### config.mk
export PLATFORM = sky130hd
export DESIGN_NAME = disk_cmd_seq
export DESIGN_NICKNAME = d
export VERILOG_FILES = /design/src/rtl/disk_seq_pkg.sv /design/src/rtl/seq_downcount.sv /design/src/rtl/tf_bus_drive.sv /design/src/rtl/disk_cmd_seq.sv
export SDC_FILE = /design/constraint.sdc
export NUM_CORES = 1
export LEC_CHECK = 0
export ABC_AREA = 0
export BUFFER_PORTS_ARGS = -buffer_cell sky130_fd_sc_hd__buf_2
export CAP_MARGIN = 20
export CORE_MARGIN = 3
export CORE_UTILIZATION = 45
export CTS_CLUSTER_SIZE = 12
export DETAILED_ROUTE_END_ITERATION = 16
export PLACE_DENSITY = 0.62
export SKIP_LAST_GASP = 1
export SYNTH_ARGS = -nofsm -noshare
export SYNTH_HDL_FRONTEND = slang
export SYNTH_HIERARCHICAL = 1
export SYNTH_SLANG_ARGS = --single-unit
### constraint.sdc
create_clock -name clk -period 3.8 [get_ports clk]
set_input_delay 0 -clock clk [delete_from_list [all_inputs] [get_ports clk]]
set_output_delay 0 -clock clk [all_outputs]
set_load 0.005 [all_outputs]
### src/rtl/disk_seq_pkg.sv
`timescale 1ns/1ps
// Shared types and constants for the disk command sequencer.
// Assumes a 4-bit drive register address: 1h..7h command block, Eh control block.
package disk_seq_pkg;
    typedef enum logic [3:0] {
        ST_IDLE, ST_RST_SET, ST_RST_WAIT,
        ST_W_CNT, ST_W_LO, ST_W_MID, ST_W_HI, ST_W_DEV, ST_W_CMD,
        ST_SETTLE, ST_POLL, ST_RD_ERR, ST_DONE
    } seq_state_e;

    typedef enum logic [1:0] {
        RES_OK = 2'd0, RES_DEV_ERR = 2'd1, RES_TIMEOUT = 2'd2
    } seq_result_e;

    localparam logic [3:0] TF_ERROR    = 4'h1;
    localparam logic [3:0] TF_COUNT    = 4'h2;
    localparam logic [3:0] TF_LBA_LO   = 4'h3;
    localparam logic [3:0] TF_LBA_MID  = 4'h4;
    localparam logic [3:0] TF_LBA_HI   = 4'h5;
    localparam logic [3:0] TF_DEVICE   = 4'h6;
    localparam logic [3:0] TF_CMD_STAT = 4'h7;
    localparam logic [3:0] TF_CTRL_ALT = 4'hE;

    localparam logic [7:0] CTRL_SRST       = 8'h04;
    localparam logic [7:0] STAT_RESET_OK   = 8'h80;
    localparam logic [7:0] STAT_XFER_READY = 8'h58;
endpackage

### src/rtl/seq_downcount.sv
`timescale 1ns/1ps
// Loadable down-counter used for wait windows and the poll budget.
// Assumes load has priority over dec, and that the count stops at zero.
module seq_downcount #(
    parameter int WIDTH = 8
) (
    input  logic             clk,
    input  logic             rst_n,
    input  logic             load,
    input  logic [WIDTH-1:0] load_val,
    input  logic             dec,
    output logic [WIDTH-1:0] cnt,
    output logic             zero
);
    // Count register: load, or step down toward zero.
    always_ff @(posedge clk) begin
        if (!rst_n)               cnt <= '0;
        else if (load)            cnt <= load_val;
        else if (dec && cnt != 0) cnt <= cnt - 1'b1;
    end

    assign zero = (cnt == '0);
endmodule

### src/rtl/tf_bus_drive.sv
`timescale 1ns/1ps
// Decodes the sequencer state into one drive-register access per cycle.
// Assumes the state machine stays one cycle in each write state.
module tf_bus_drive
    import disk_seq_pkg::*;
(
    input  seq_state_e  state,
    input  logic [7:0]  cmd,
    input  logic [7:0]  count,
    input  logic [27:0] lba,
    input  logic        drive,
    input  logic        phase,
    output logic [3:0]  addr,
    output logic [7:0]  wdata,
    output logic        wr,
    output logic        rd
);
    // Address, data and strobe selection for the current state.
    always_comb begin
        addr  = TF_CMD_STAT;
        wdata = 8'h00;
        wr    = 1'b0;
        rd    = 1'b0;
        case (state)
            ST_RST_SET: begin addr = TF_CTRL_ALT; wdata = CTRL_SRST; wr = 1'b1; end
            ST_W_CNT:   begin addr = TF_COUNT;    wdata = count;       wr = 1'b1; end
            ST_W_LO:    begin addr = TF_LBA_LO;   wdata = lba[7:0];    wr = 1'b1; end
            ST_W_MID:   begin addr = TF_LBA_MID;  wdata = lba[15:8];   wr = 1'b1; end
            ST_W_HI:    begin addr = TF_LBA_HI;   wdata = lba[23:16];  wr = 1'b1; end
            ST_W_DEV:   begin
                addr  = TF_DEVICE;
                wdata = {1'b1, 1'b1, 1'b1, drive, lba[27:24]};
                wr    = 1'b1;
            end
            ST_W_CMD:   begin addr = TF_CMD_STAT; wdata = cmd; wr = 1'b1; end
            ST_SETTLE:  begin addr = phase ? TF_CTRL_ALT : TF_ERROR; rd = 1'b1; end
            ST_POLL:    begin addr = TF_CMD_STAT; rd = 1'b1; end
            ST_RD_ERR:  begin addr = TF_ERROR;    rd = 1'b1; end
            default:    ;
        endcase
    end
endmodule

### src/rtl/disk_cmd_seq.sv
`timescale 1ns/1ps
// Disk register command sequencer: a soft reset, or a command issued
// through the drive registers, each followed by status polling.
// Assumes read data is valid in the same cycle as reg_rd.
module disk_cmd_seq
    import disk_seq_pkg::*;
#(
    parameter int RST_WAIT_CYC = 400000,
    parameter int SETTLE_CYC   = 80,
    parameter int POLL_LIMIT   = 100000
) (
    input  logic        clk,
    input  logic        rst_n,
    input  logic        req_valid,
    input  logic        req_op,
    input  logic [7:0]  req_cmd,
    input  logic [7:0]  req_count,
    input  logic [27:0] req_lba,
    input  logic        req_drive,
    output logic        req_ready,
    output logic        done,
    output logic [1:0]  result,
    output logic [7:0]  err_value,
    output logic [3:0]  reg_addr,
    output logic [7:0]  reg_wdata,
    output logic        reg_wr,
    output logic        reg_rd,
    input  logic [7:0]  reg_rdata
);
    localparam int MAX_AB = (RST_WAIT_CYC > SETTLE_CYC) ? RST_WAIT_CYC : SETTLE_CYC;
    localparam int MAX_C  = (MAX_AB > POLL_LIMIT) ? MAX_AB : POLL_LIMIT;
    localparam int CW     = $clog2(MAX_C + 1);

    seq_state_e  state, nxt;
    logic        is_reset_q, drive_q;
    logic [7:0]  cmd_q, count_q, err_q;
    logic [27:0] lba_q;
    seq_result_e res_q;

    logic          wait_load, wait_zero, poll_load, poll_zero;
    logic [CW-1:0] wait_val, wait_cnt, poll_cnt;
    logic [7:0]    target;
    logic          stat_err, stat_hit;

    assign target   = is_reset_q ? STAT_RESET_OK : STAT_XFER_READY;
    assign stat_err = !reg_rdata[7] && reg_rdata[0];
    assign stat_hit = (reg_rdata == target);

    assign wait_load = (state == ST_RST_SET) || (state == ST_W_CMD);
    assign wait_val  = (state == ST_RST_SET) ? CW'(RST_WAIT_CYC - 1) : CW'(SETTLE_CYC - 1);
    assign poll_load = ((state == ST_RST_WAIT) || (state == ST_SETTLE)) && wait_zero;

    seq_downcount #(.WIDTH(CW)) u_wait (
        .clk(clk), .rst_n(rst_n), .load(wait_load), .load_val(wait_val),
        .dec((state == ST_RST_WAIT) || (state == ST_SETTLE)),
        .cnt(wait_cnt), .zero(wait_zero)
    );

    seq_downcount #(.WIDTH(CW)) u_poll (
        .clk(clk), .rst_n(rst_n), .load(poll_load), .load_val(CW'(POLL_LIMIT - 1)),
        .dec(state == ST_POLL), .cnt(poll_cnt), .zero(poll_zero)
    );

    tf_bus_drive u_bus (
        .state(state), .cmd(cmd_q), .count(count_q), .lba(lba_q), .drive(drive_q),
        .phase(wait_cnt[0]), .addr(reg_addr), .wdata(reg_wdata), .wr(reg_wr), .rd(reg_rd)
    );

    // Next-state selection for the access sequence.
    always_comb begin
        nxt = state;
        case (state)
            ST_IDLE:     if (req_valid) nxt = req_op ? ST_RST_SET : ST_W_CNT;
            ST_RST_SET:  nxt = ST_RST_WAIT;
            ST_RST_WAIT: if (wait_zero) nxt = ST_POLL;
            ST_W_CNT:    nxt = ST_W_LO;
            ST_W_LO:     nxt = ST_W_MID;
            ST_W_MID:    nxt = ST_W_HI;
            ST_W_HI:     nxt = ST_W_DEV;
            ST_W_DEV:    nxt = ST_W_CMD;
            ST_W_CMD:    nxt = ST_SETTLE;
            ST_SETTLE:   if (wait_zero) nxt = ST_POLL;
            ST_POLL: begin
                if (stat_err)                   nxt = ST_RD_ERR;
                else if (stat_hit || poll_zero) nxt = ST_DONE;
            end
            ST_RD_ERR:   nxt = ST_DONE;
            default:     nxt = ST_IDLE;
        endcase
    end

    // State register.
    always_ff @(posedge clk) begin
        if (!rst_n) state <= ST_IDLE;
        else        state <= nxt;
    end

    // Request capture and result recording.
    always_ff @(posedge clk) begin
        if (!rst_n) begin
            is_reset_q <= 1'b0;
            drive_q    <= 1'b0;
            cmd_q      <= '0;
            count_q    <= '0;
            lba_q      <= '0;
            err_q      <= '0;
            res_q      <= RES_OK;
        end else if (state == ST_IDLE && req_valid) begin
            is_reset_q <= req_op;
            drive_q    <= req_drive;
            cmd_q      <= req_cmd;
            count_q    <= req_count;
            lba_q      <= req_lba;
            err_q      <= '0;
            res_q      <= RES_OK;
        end else if (state == ST_POLL) begin
            if (stat_err)       res_q <= RES_DEV_ERR;
            else if (stat_hit)  res_q <= RES_OK;
            else if (poll_zero) res_q <= RES_TIMEOUT;
        end else if (state == ST_RD_ERR) begin
            err_q <= reg_rdata;
        end
    end

    assign req_ready = (state == ST_IDLE);
    assign done      = (state == ST_DONE);
    assign result    = res_q;
    assign err_value = err_q;
endmodule

==> flow_summary.ini, run 1 <==
[grt]
use_met1_pct = 30.0
track_usage_pct = 23.1
grt_pass1_wl_um = 27400
grt_pass1_vias = 5612
grt_use_met2_pct = 37.8
grt_max_degree = 58
antenna_found_initial = 0
overflow = 0
globalRoute.busiestLayer = met2
grt_util_met3_pct = 3.32

[logic_synthesis]
ys_async_sr_fraction_pct = 0
synthTopCellsByArea = dfxtp_1, nand2_1, a21boi_1
synth_area_leader_cell = dfxtp_1
ys_seq_elements = 98
synth_top_area_share_pct = 33.9
syn_avg_cell_area_um2 = 7.98
synth-edff-count = 0
yosysWarnings = 6
yosysSeqAreaShare_pct = 33.9
syn-instance-count = 725
synth_area_mm2 = 0.00579
synth_cell_type_count = 76
synthFlopType = dfxtp_1

[setup_path]
setup.worst_path.class = flop to flop
endpoint_kind = flop
cp_top_family = simple AND/OR/NAND/NOR gates
cp_data_arrival_time_ns = 3.64
crit_required_ns = 4.06
path_max_fanout = 31
cpPeakStageDelay_ns = 0.56
crit_slowest_cell = and4_1
worst-path-buf-inv = 2
cp_cell_sequence = nor4_2 -> and4_1 -> nand2_1 -> inv_1 -> and2_1 -> inv_1 -> and4_1 -> nor4_1
critPathLaunchType = flop

[placed_design]
io_buffers = 82
dpl_cell_area_mm2 = 0.00639
dpl.hpwl_um = 10800
dpl_worst_slack_ns = 0.503
gp_congestion = 0.889
dp.cells = 967

[cts]
numCtsBuffers = 9
clock-root-buffer = clkbuf_16
post-cts-setup-buffer-count = 0
cts.sinks = 98
ctsHtreeMaxLevel = 3
cts_resized = 0
path_clk_slew_ns = 0.07
ctsLongestPathBuffers = 2
clock_latency_ns = 0.35
cts_tree = yes

[final_layout]
stdcell_count = 1035
mostFrequentLayoutCell = nand2_1
drive_gt1_share_pct = 16.3
fin_area_mm2 = 0.00725
antennaDiodeCount = 0
area_growth_syn_to_layout_pct = 25.3
final_cell_mix = nand2_1, dfxtp_1, buf_2, dlygate4sd3_1, a21boi_1
fillers = 1138
nets = 923

[power]
p_leak_nw = 2.82
ir_drop_mv = 0.346
p_per_area_mw_per_mm2 = 692

[timing]
fin_crit_sh_pct = 88.9
finalSetupViolCount = 0
finalHoldViolCount = 0
fin_ws_ns = 0.423
relSlewSlack_pct = 37.1
setup_tns_ns = 0
rsz0062_at_grt = no
fmax_mhz = 296
tightest_slew_ns = 0.944
drv_slew = 0
skew_ns = 0.00899
period_minus_slack_ns = 3.38

[detailed_routing]
wl_per_cell_um = 16.1
vias = 5901
first_pass_iters = 5
drc = 0
wirelength_um = 16600
vias_per_cell = 5.70
ant_nets = 0
drtIter0Drc = 550

[min_path]
min_path_type = input port to flop

[floorplan]
num_rows = 40
dieHeight_um = 119
start_util_pct = 47.0
die_area_mm2 = 0.0143
ioPinCount = 83
die_w_um = 119
coreArea_mm2 = 0.0123

[run]
cap_violations = 0

[status]
status = completed
==> worst reg2reg max path, cell delays in order, from the launching register on <==
cell	delay, ns
dfxtp_1	0.36
nor4_2	0.49
and4_1	0.56
nand2_1	0.14
inv_1	0.15
and2_1	0.45
inv_1	0.53
and4_1	0.37
nor4_1	0.24
==> worst paths after layout <==
path                                   start                          to  slack, ns  cells past startpoint
setup / recovery  u_wait/cnt[6]$_SDFFE_PN0P_  u_poll/cnt[2]$_SDFFE_PN0P_       0.42                      8
hold / removal                     req_valid       state[3]$_SDFFE_PN0P_       0.26                      4
setup reg to reg  u_wait/cnt[6]$_SDFFE_PN0P_  u_poll/cnt[2]$_SDFFE_PN0P_       0.42                      8
hold reg to reg    err_value[4]$_SDFFE_PP0P_   err_value[4]$_SDFFE_PP0P_       0.45                      2
==> cell families after synthesis <==
logic type	Yosys count	share of synthesized area (%)
AOI/OAI and AO/OA	212	26.7
xor gates and xnor gates	1	0.151
adders and majority gates	2	0.432
buffers and inverters	78	6.14
DFF	98	33.9
muxes	9	2.05
other	2	0.130
and+or+nand+nor	323	30.5
==> power by group <==
group | leakage (nW) | internal, mW | total [mW] | switching, mW
registers | 0.799 | 1.26 | 1.47 | 0.211
logic | 1.87 | 0.904 | 2.55 | 1.65
clock network | 0.151 | 0.590 | 0.996 | 0.406
==> Yosys cell counts, types with 4 or more instances <==
cell	n
o31ai_1	7
nand3_1	18
a311oi_1	6
a2111oi_0	6
nor3b_1	4
and2_1	4
a31o_2	6
mux2i_1	4
and3b_1	8
nor2b_1	6
o211ai_1	7
buf_4	5
a211oi_1	9
a31oi_1	11
a21boi_1	46
a21oi_1	31
o21ai_0	32
buf_2	11
a41o_1	4
nand3b_1	10
and4_1	4
nor4_1	10
o2111a_1	6
clkbuf_1	33
dfxtp_1	98
a21o_1	4
or4_1	5
nand4_1	20
nand2_1	132
nand4bb_1	4
o21ai_1	4
inv_1	25
nor4b_1	7
a211o_1	5
nor3_1	24
nor2_1	33
buf_6	4
==> per-layer routing <==
layer  part of all wire (%)  routed length (um)
met5                      0                   0
met4                    3.0                 493
met3                    4.5                 754
met2                     48                7990
met1                     44                7400
==> what timing repair did <==
action,CTS,global route
endpoints found under the hold margin,54,0
hold buffers,54,0
setup endpoints to repair,0,0
==> through the flow <==
| step | hold slack (ns) | utilization, % | power [mW] |
|---|---|---|---|
| global placement | 0.239 | 51.9 | 3.90 |
| finish | 0.257 | 58.9 | 5.01 |
| floorplan | 0.135 | - | 3.36 |
| detailed placement | 0.245 | 51.9 | 3.95 |
| CTS | 0.249 | 58.9 | 5.00 |
| global route | 0.313 | 58.9 | 5.38 |
==> registers in the layout, summed over array words and instances, names as in the netlist <==
signal and count:
err_value 8, result 2, u_wait/cnt 19, count_q 8, drive_q 1, lba_q 28, state 4, u_poll/cnt 19
is_reset_q 1, cmd_q 8
==> area by class of cell <==
class | instances | area (um^2) | share of cell area [%]
Clock buffer | 10 | 239 | 3.30
Clock inverter | 4 | 76.3 | 1.05
Inverter | 25 | 93.8 | 1.29
Multi-Input combinational cell | 578 | 3580 | 49.4
Sequential cell | 98 | 1960 | 27.1
Tap cell | 168 | 210 | 2.90
Timing Repair Buffer | 152 | 1080 | 14.9
Power figures use the tool's default switching activity.
==> run 2, diff against run 1 <==
--- a/config.mk
+++ b/config.mk
@@ -6,11 +6,10 @@
 export NUM_CORES = 1
 export LEC_CHECK = 0
 export ABC_AREA = 0
-export BUFFER_PORTS_ARGS = -buffer_cell sky130_fd_sc_hd__buf_2
+export BUFFER_PORTS_ARGS = -buffer_cell sky130_fd_sc_hd__clkbuf_2
 export CAP_MARGIN = 20
 export CORE_MARGIN = 3
 export CORE_UTILIZATION = 45
-export CTS_CLUSTER_SIZE = 12
 export DETAILED_ROUTE_END_ITERATION = 16
 export PLACE_DENSITY = 0.62
 export SKIP_LAST_GASP = 1
==> flow_summary.ini, run 2 (synthesis gave the netlist of run 1 again) <==
[detailed_routing]
drtIter0Drc = 555
wl_per_cell_um = 15.8
first_pass_iters = 6
vias_per_cell = 5.65
drc = 0
wirelength_um = 16400
vias = 5872
ant_nets = 0

[setup_path]
r2r_end = u_poll/cnt[17]$_SDFFE_PN0P_
critPathLaunchType = flop
cpPeakStageDelay_ns = 0.45
endpoint_kind = flop
path_max_fanout = 15
reg2reg_from = u_wait/cnt[0]$_SDFFE_PN0P_
cp_cell_sequence = inv_1 -> ha_1 -> and4_1 -> nand2_1 -> inv_1 -> and2_1 -> buf_4 -> or3b_2 -> or4_4 -> a2111oi_4 -> a211o_1
cp_common_cell = inv_1
crit_required_ns = 4.09
setup.worst_path.class = flop to flop
r2r_cells = 11
cp_data_arrival_time_ns = 3.45
crit_slowest_cell = dfxtp_1
rrSetupSlack_ns = 0.64

[floorplan]
ioPinCount = 83
num_rows = 40
dieHeight_um = 119
coreArea_mm2 = 0.0123
start_util_pct = 47.0
die_area_mm2 = 0.0143
die_w_um = 119

[timing]
relSlewSlack_pct = 42.8
setup_tns_ns = 0
tightest_slew_ns = 0.858
rsz0062_at_grt = no
finalHoldViolCount = 0
skew_ns = 0.00808
period_minus_slack_ns = 3.16
finalSetupViolCount = 0
fmax_mhz = 317
fin_crit_sh_pct = 83.1
drv_slew = 0

[min_path]
min_from = rst_n
min_path_type = input port to flop
hold-path-endpoint = u_poll/cnt[14]$_SDFFE_PN0P_
hold_depth = 3

[placed_design]
io_buffers = 82
dpl.hpwl_um = 10800
dp.cells = 969
gp_congestion = 0.878

[cts]
clock-root-buffer = clkbuf_16
cts_tree = yes
cts_resized = 0
cts.sinks = 98
path_clk_slew_ns = 0.07
ctsHtreeMaxLevel = 3
numCtsBuffers = 9
clock_latency_ns = 0.35
ctsLongestPathBuffers = 2

[grt]
track_usage_pct = 23.0
antenna_found_initial = 0
grt_max_degree = 47
grt_pass1_wl_um = 27200
overflow = 0
grt_pass1_vias = 5465

[final_layout]
largest_register_ffs = 28
mostFrequentLayoutCell = nand2_1
final_cell_mix = nand2_1, dfxtp_1, clkbuf_2, dlygate4sd3_1, a21boi_1
top_register = lba_q
antennaDiodeCount = 0
area_growth_syn_to_layout_pct = 24.9
reg.largest.list = lba_q: 28 flops, u_poll/cnt: 19 flops, u_wait/cnt: 19 flops
nets = 925
stdcell_count = 1039
drive_gt1_share_pct = 16.6

[status]
status = completed

[power]
p_per_area_mw_per_mm2 = 679
p_leak_nw = 2.82
ir_drop_mv = 0.360

[run]
cap_violations = 0
[run 2: worst max-delay path by stage]
stage	depth (start not counted)	slack, ns	end	from
2_1_floorplan	12	0.95	u_poll/cnt[17]$_SDFFE_PN0P_	u_wait/cnt[0]$_SDFFE_PN0P_
3_3_place_gp	9	0.78	u_poll/cnt[2]$_SDFFE_PN0P_	u_wait/cnt[6]$_SDFFE_PN0P_
3_5_place_dp	11	0.71	u_poll/cnt[17]$_SDFFE_PN0P_	u_wait/cnt[0]$_SDFFE_PN0P_
4_1_cts	11	0.66	u_poll/cnt[17]$_SDFFE_PN0P_	u_wait/cnt[0]$_SDFFE_PN0P_
5_1_grt	9	0.28	u_poll/cnt[2]$_SDFFE_PN0P_	u_wait/cnt[6]$_SDFFE_PN0P_
6_report	11	0.64	u_poll/cnt[17]$_SDFFE_PN0P_	u_wait/cnt[0]$_SDFFE_PN0P_
[run 2: power by group]
| group | internal [mW] | switching (mW) |
|---|---|---|
| Sequential | 1.25 | 0.220 |
| Clock | 0.477 | 0.437 |
| Combinational | 0.894 | 1.62 |
[run 2: worst max-delay path, delay by kind of cell, from the launching register on]
kind / cells / cell delay [ns]
AOI/OAI and AO/OA: 2 / 0.42
adders and majority gates: 1 / 0.28
buffers and inverters: 3 / 0.38
DFF: 1 / 0.45
and+or+nand+nor: 5 / 1.56
[run 2: timing repair]
action,CTS,global route
hold endpoints to repair,54,0
setup buffers,0,0
setup endpoints to repair,0,0
hold buffers,54,0
[run 2: routing by layer]
metal	global-route usage, %	routed length (um)	vias up
met3	4.32	796	24
met4	7.02	294	0
li1	-	-	2932
met2	38.5	7860	163
met5	0	0	-
met1	29.9	7420	2753
[run 2: layout make-up]
type / instances / area (um^2)
clock inverters: 6 / 53.8
inverters: 25 / 93.8
multi-input cells: 578 / 3580
clock buffers: 10 / 239
well taps: 168 / 210
repair buffers: 154 / 1090
flip-flops and latches: 98 / 1960
fillers: 1099 / 5080
[run 2: stage by stage]
stage          power, mW  utilization [%]  area [um^2]  setup WS, ns  hold WS, ns
2_1_floorplan       3.36                -         5900         0.945        0.135
3_3_place_gp        3.88             51.9         6390         0.784        0.221
3_5_place_dp        3.92             51.9         6390         0.706        0.229
4_1_cts             4.89             58.7         7230         0.656       0.0499
5_1_grt             5.27             58.7         7230         0.275       0.0795
6_report            4.90             58.7         7230         0.642       0.0547
==> run 3, diff against run 2 <==
--- a/config.mk
+++ b/config.mk
@@ -11,7 +11,7 @@
 export CORE_MARGIN = 3
 export CORE_UTILIZATION = 45
 export DETAILED_ROUTE_END_ITERATION = 16
-export PLACE_DENSITY = 0.62
+export PLACE_DENSITY = 0.65
 export SKIP_LAST_GASP = 1
 export SYNTH_ARGS = -nofsm -noshare
 export SYNTH_HDL_FRONTEND = slang
==> constraint.sdc (replaced) <==
create_clock -name clk -period 2.7 [get_ports clk]
set_input_delay 0 -clock clk [delete_from_list [all_inputs] [get_ports clk]]
set_output_delay 0 -clock clk [all_outputs]
set_load 0.005 [all_outputs]
==> flow_summary.ini, run 3 (synthesis gave the netlist of run 1 again) <==
[cts]
post-cts-setup-buffer-count = 0
ctsLongestPathBuffers = 2
cts.sinks = 98
cts_tree = yes
clock_latency_ns = 0.35
ctsHtreeMaxLevel = 3
path_clk_slew_ns = 0.06
numCtsBuffers = 9
clock-root-buffer = clkbuf_16

[timing]
rsz0062_at_grt = no
tightest_slew_ns = 0.756
setup_tns_ns = 0
relSlewSlack_pct = 49.0
finalHoldViolCount = 0
skew_ns = 0.00771
period_minus_slack_ns = 2.48
drv_slew = 0
fmax_mhz = 403
finalSetupViolCount = 0
fin_crit_sh_pct = 91.9

[power]
pwr-share-clk_pct = 18.1
combPwrFrac_pct = 53.6
p_per_area_mw_per_mm2 = 980
p_int_mw = 3.93
power_switching_mw = 3.29
switching_share_pct = 45.6
ir_drop_mv = 0.528
pwr-share-seq_pct = 28.3
p_leak_nw = 2.89

[floorplan]
die_area_mm2 = 0.0143
ioPinCount = 83
start_util_pct = 47.0
dieHeight_um = 119
coreArea_mm2 = 0.0123
die_w_um = 119
num_rows = 40

[status]
status = completed

[setup_path]
cpPeakStageDelay_ns = 0.44
crit_required_ns = 2.99
path_max_fanout = 6
cp_cell_sequence = inv_1 -> ha_2 -> and4_1 -> nand2_1 -> inv_1 -> and2_1 -> or3b_2 -> or4_4 -> a2111oi_4 -> a211o_1
endpoint_kind = flop
r2r_end = u_poll/cnt[17]$_SDFFE_PN0P_
cp_common_cell = inv_1
critPathLaunchType = flop
crit_slowest_cell = or3b_2
cp_data_arrival_time_ns = 2.77
setup.worst_path.class = flop to flop
reg2reg_from = u_wait/cnt[1]$_SDFFE_PN0P_
rrSetupSlack_ns = 0.22
r2r_cells = 10

[final_layout]
area_growth_syn_to_layout_pct = 27.3
fin_area_mm2 = 0.00737
nets = 938
reg.largest.list = lba_q: 28 flops, u_poll/cnt: 19 flops, u_wait/cnt: 19 flops
largest_register_ffs = 28
mostFrequentLayoutCell = nand2_1
top_register = lba_q
final_cell_mix = nand2_1, dfxtp_1, clkbuf_2, dlygate4sd3_1, a21boi_1
fillers = 1121
drive_gt1_share_pct = 18.2

[detailed_routing]
ant_nets = 0
drtIter0Drc = 538
drc = 0
vias = 6082
wirelength_um = 16900
vias_per_cell = 5.78
wl_per_cell_um = 16.1
first_pass_iters = 6

[placed_design]
gp_congestion = 0.942
dpl.hpwl_um = 11300
io_buffers = 82
dpl_cell_area_mm2 = 0.00652

[run]
cap_violations = 0

[grt]
grt_pass1_wl_um = 27700
grt_pass1_vias = 5804
grt_max_degree = 71
track_usage_pct = 23.4
antenna_found_initial = 0
overflow = 0

[min_path]
min_from = rst_n
min_path_type = input port to flop
hold_depth = 4
hold-path-endpoint = u_wait/cnt[10]$_SDFFE_PN0P_
[run 3: layout make-up]
type,instances,area (um^2),area share (%)
timing repair buffer,167,1210,16.4
inverter,25,93.8,1.27
multi-input combinational,578,3590,48.7
antenna,1,2.50,0.0340
clock buffer,9,225,3.06
tap,168,210,2.85
sequential,98,1960,26.7
clock inverter,7,75.1,1.02
[run 3: power groups by stage]
stage	Clock, mW	Combinational, mW	Sequential (mW)
floorplan	0	2.72	2.02
global placement	0	3.66	2.06
detailed placement	0	3.73	2.07
CTS	1.34	3.81	2.04
global route	1.38	4.24	2.09
finish	1.30	3.87	2.04
[run 3: what timing repair did]
item / 4_1_cts / 5_1_grt
hold buffers: 54 / 0
setup endpoints to repair: 0 / 1
resized for setup: 0 / 1
hold endpoints to repair: 54 / 0
[run 3: worst max-delay path by stage]
| stage | from | slack, ns | end | cells past startpoint |
|---|---|---|---|---|
| after detailed placement | u_wait/cnt[1]$_SDFFE_PN0P_ | 0.22 | u_poll/cnt[17]$_SDFFE_PN0P_ | 10 |
| final | u_wait/cnt[1]$_SDFFE_PN0P_ | 0.22 | u_poll/cnt[17]$_SDFFE_PN0P_ | 10 |
| after CTS | u_wait/cnt[1]$_SDFFE_PN0P_ | 0.18 | u_poll/cnt[17]$_SDFFE_PN0P_ | 10 |
| after global routing | u_wait/cnt[11]$_SDFFE_PN0P_ | 0.005 | u_poll/cnt[17]$_SDFFE_PN0P_ | 10 |
| after global placement | u_wait/cnt[1]$_SDFFE_PN0P_ | 0.29 | u_poll/cnt[17]$_SDFFE_PN0P_ | 10 |
| after floorplan | u_wait/cnt[0]$_SDFFE_PN0P_ | 0.01 | u_poll/cnt[17]$_SDFFE_PN0P_ | 12 |
[run 3: worst max-delay path, delay by kind of cell, from the launching register on]
family / cells / cell delay [ns]
fa+ha+maj: 1 / 0.21
buf+inv: 2 / 0.11
compound gates: 2 / 0.42
flops: 1 / 0.35
simple gates: 5 / 1.33
[run 3: per-layer routing]
layer	GRT usage, %	vias to the layer above	wire [um]
met5	0	-	0
met4	12.0	0	634
met3	3.47	49	760
met2	39.6	190	8240
met1	28.8	2886	7280
li1	-	2957	-
[run 3: stage by stage]
stage / utilization [%] / hold slack [ns] / instances / setup slack [ns] / total power, mW
after floorplan: - / 0.135 / 754 / 0.0143 / 4.75
after global placement: 53.0 / 0.221 / 982 / 0.289 / 5.71
after detailed placement: 53.0 / 0.230 / 982 / 0.220 / 5.80
after CTS: 59.8 / 0.227 / 1052 / 0.180 / 7.19
after global routing: 59.8 / 0.262 / 1052 / 0.00539 / 7.71
final: 59.8 / 0.225 / 1053 / 0.219 / 7.22
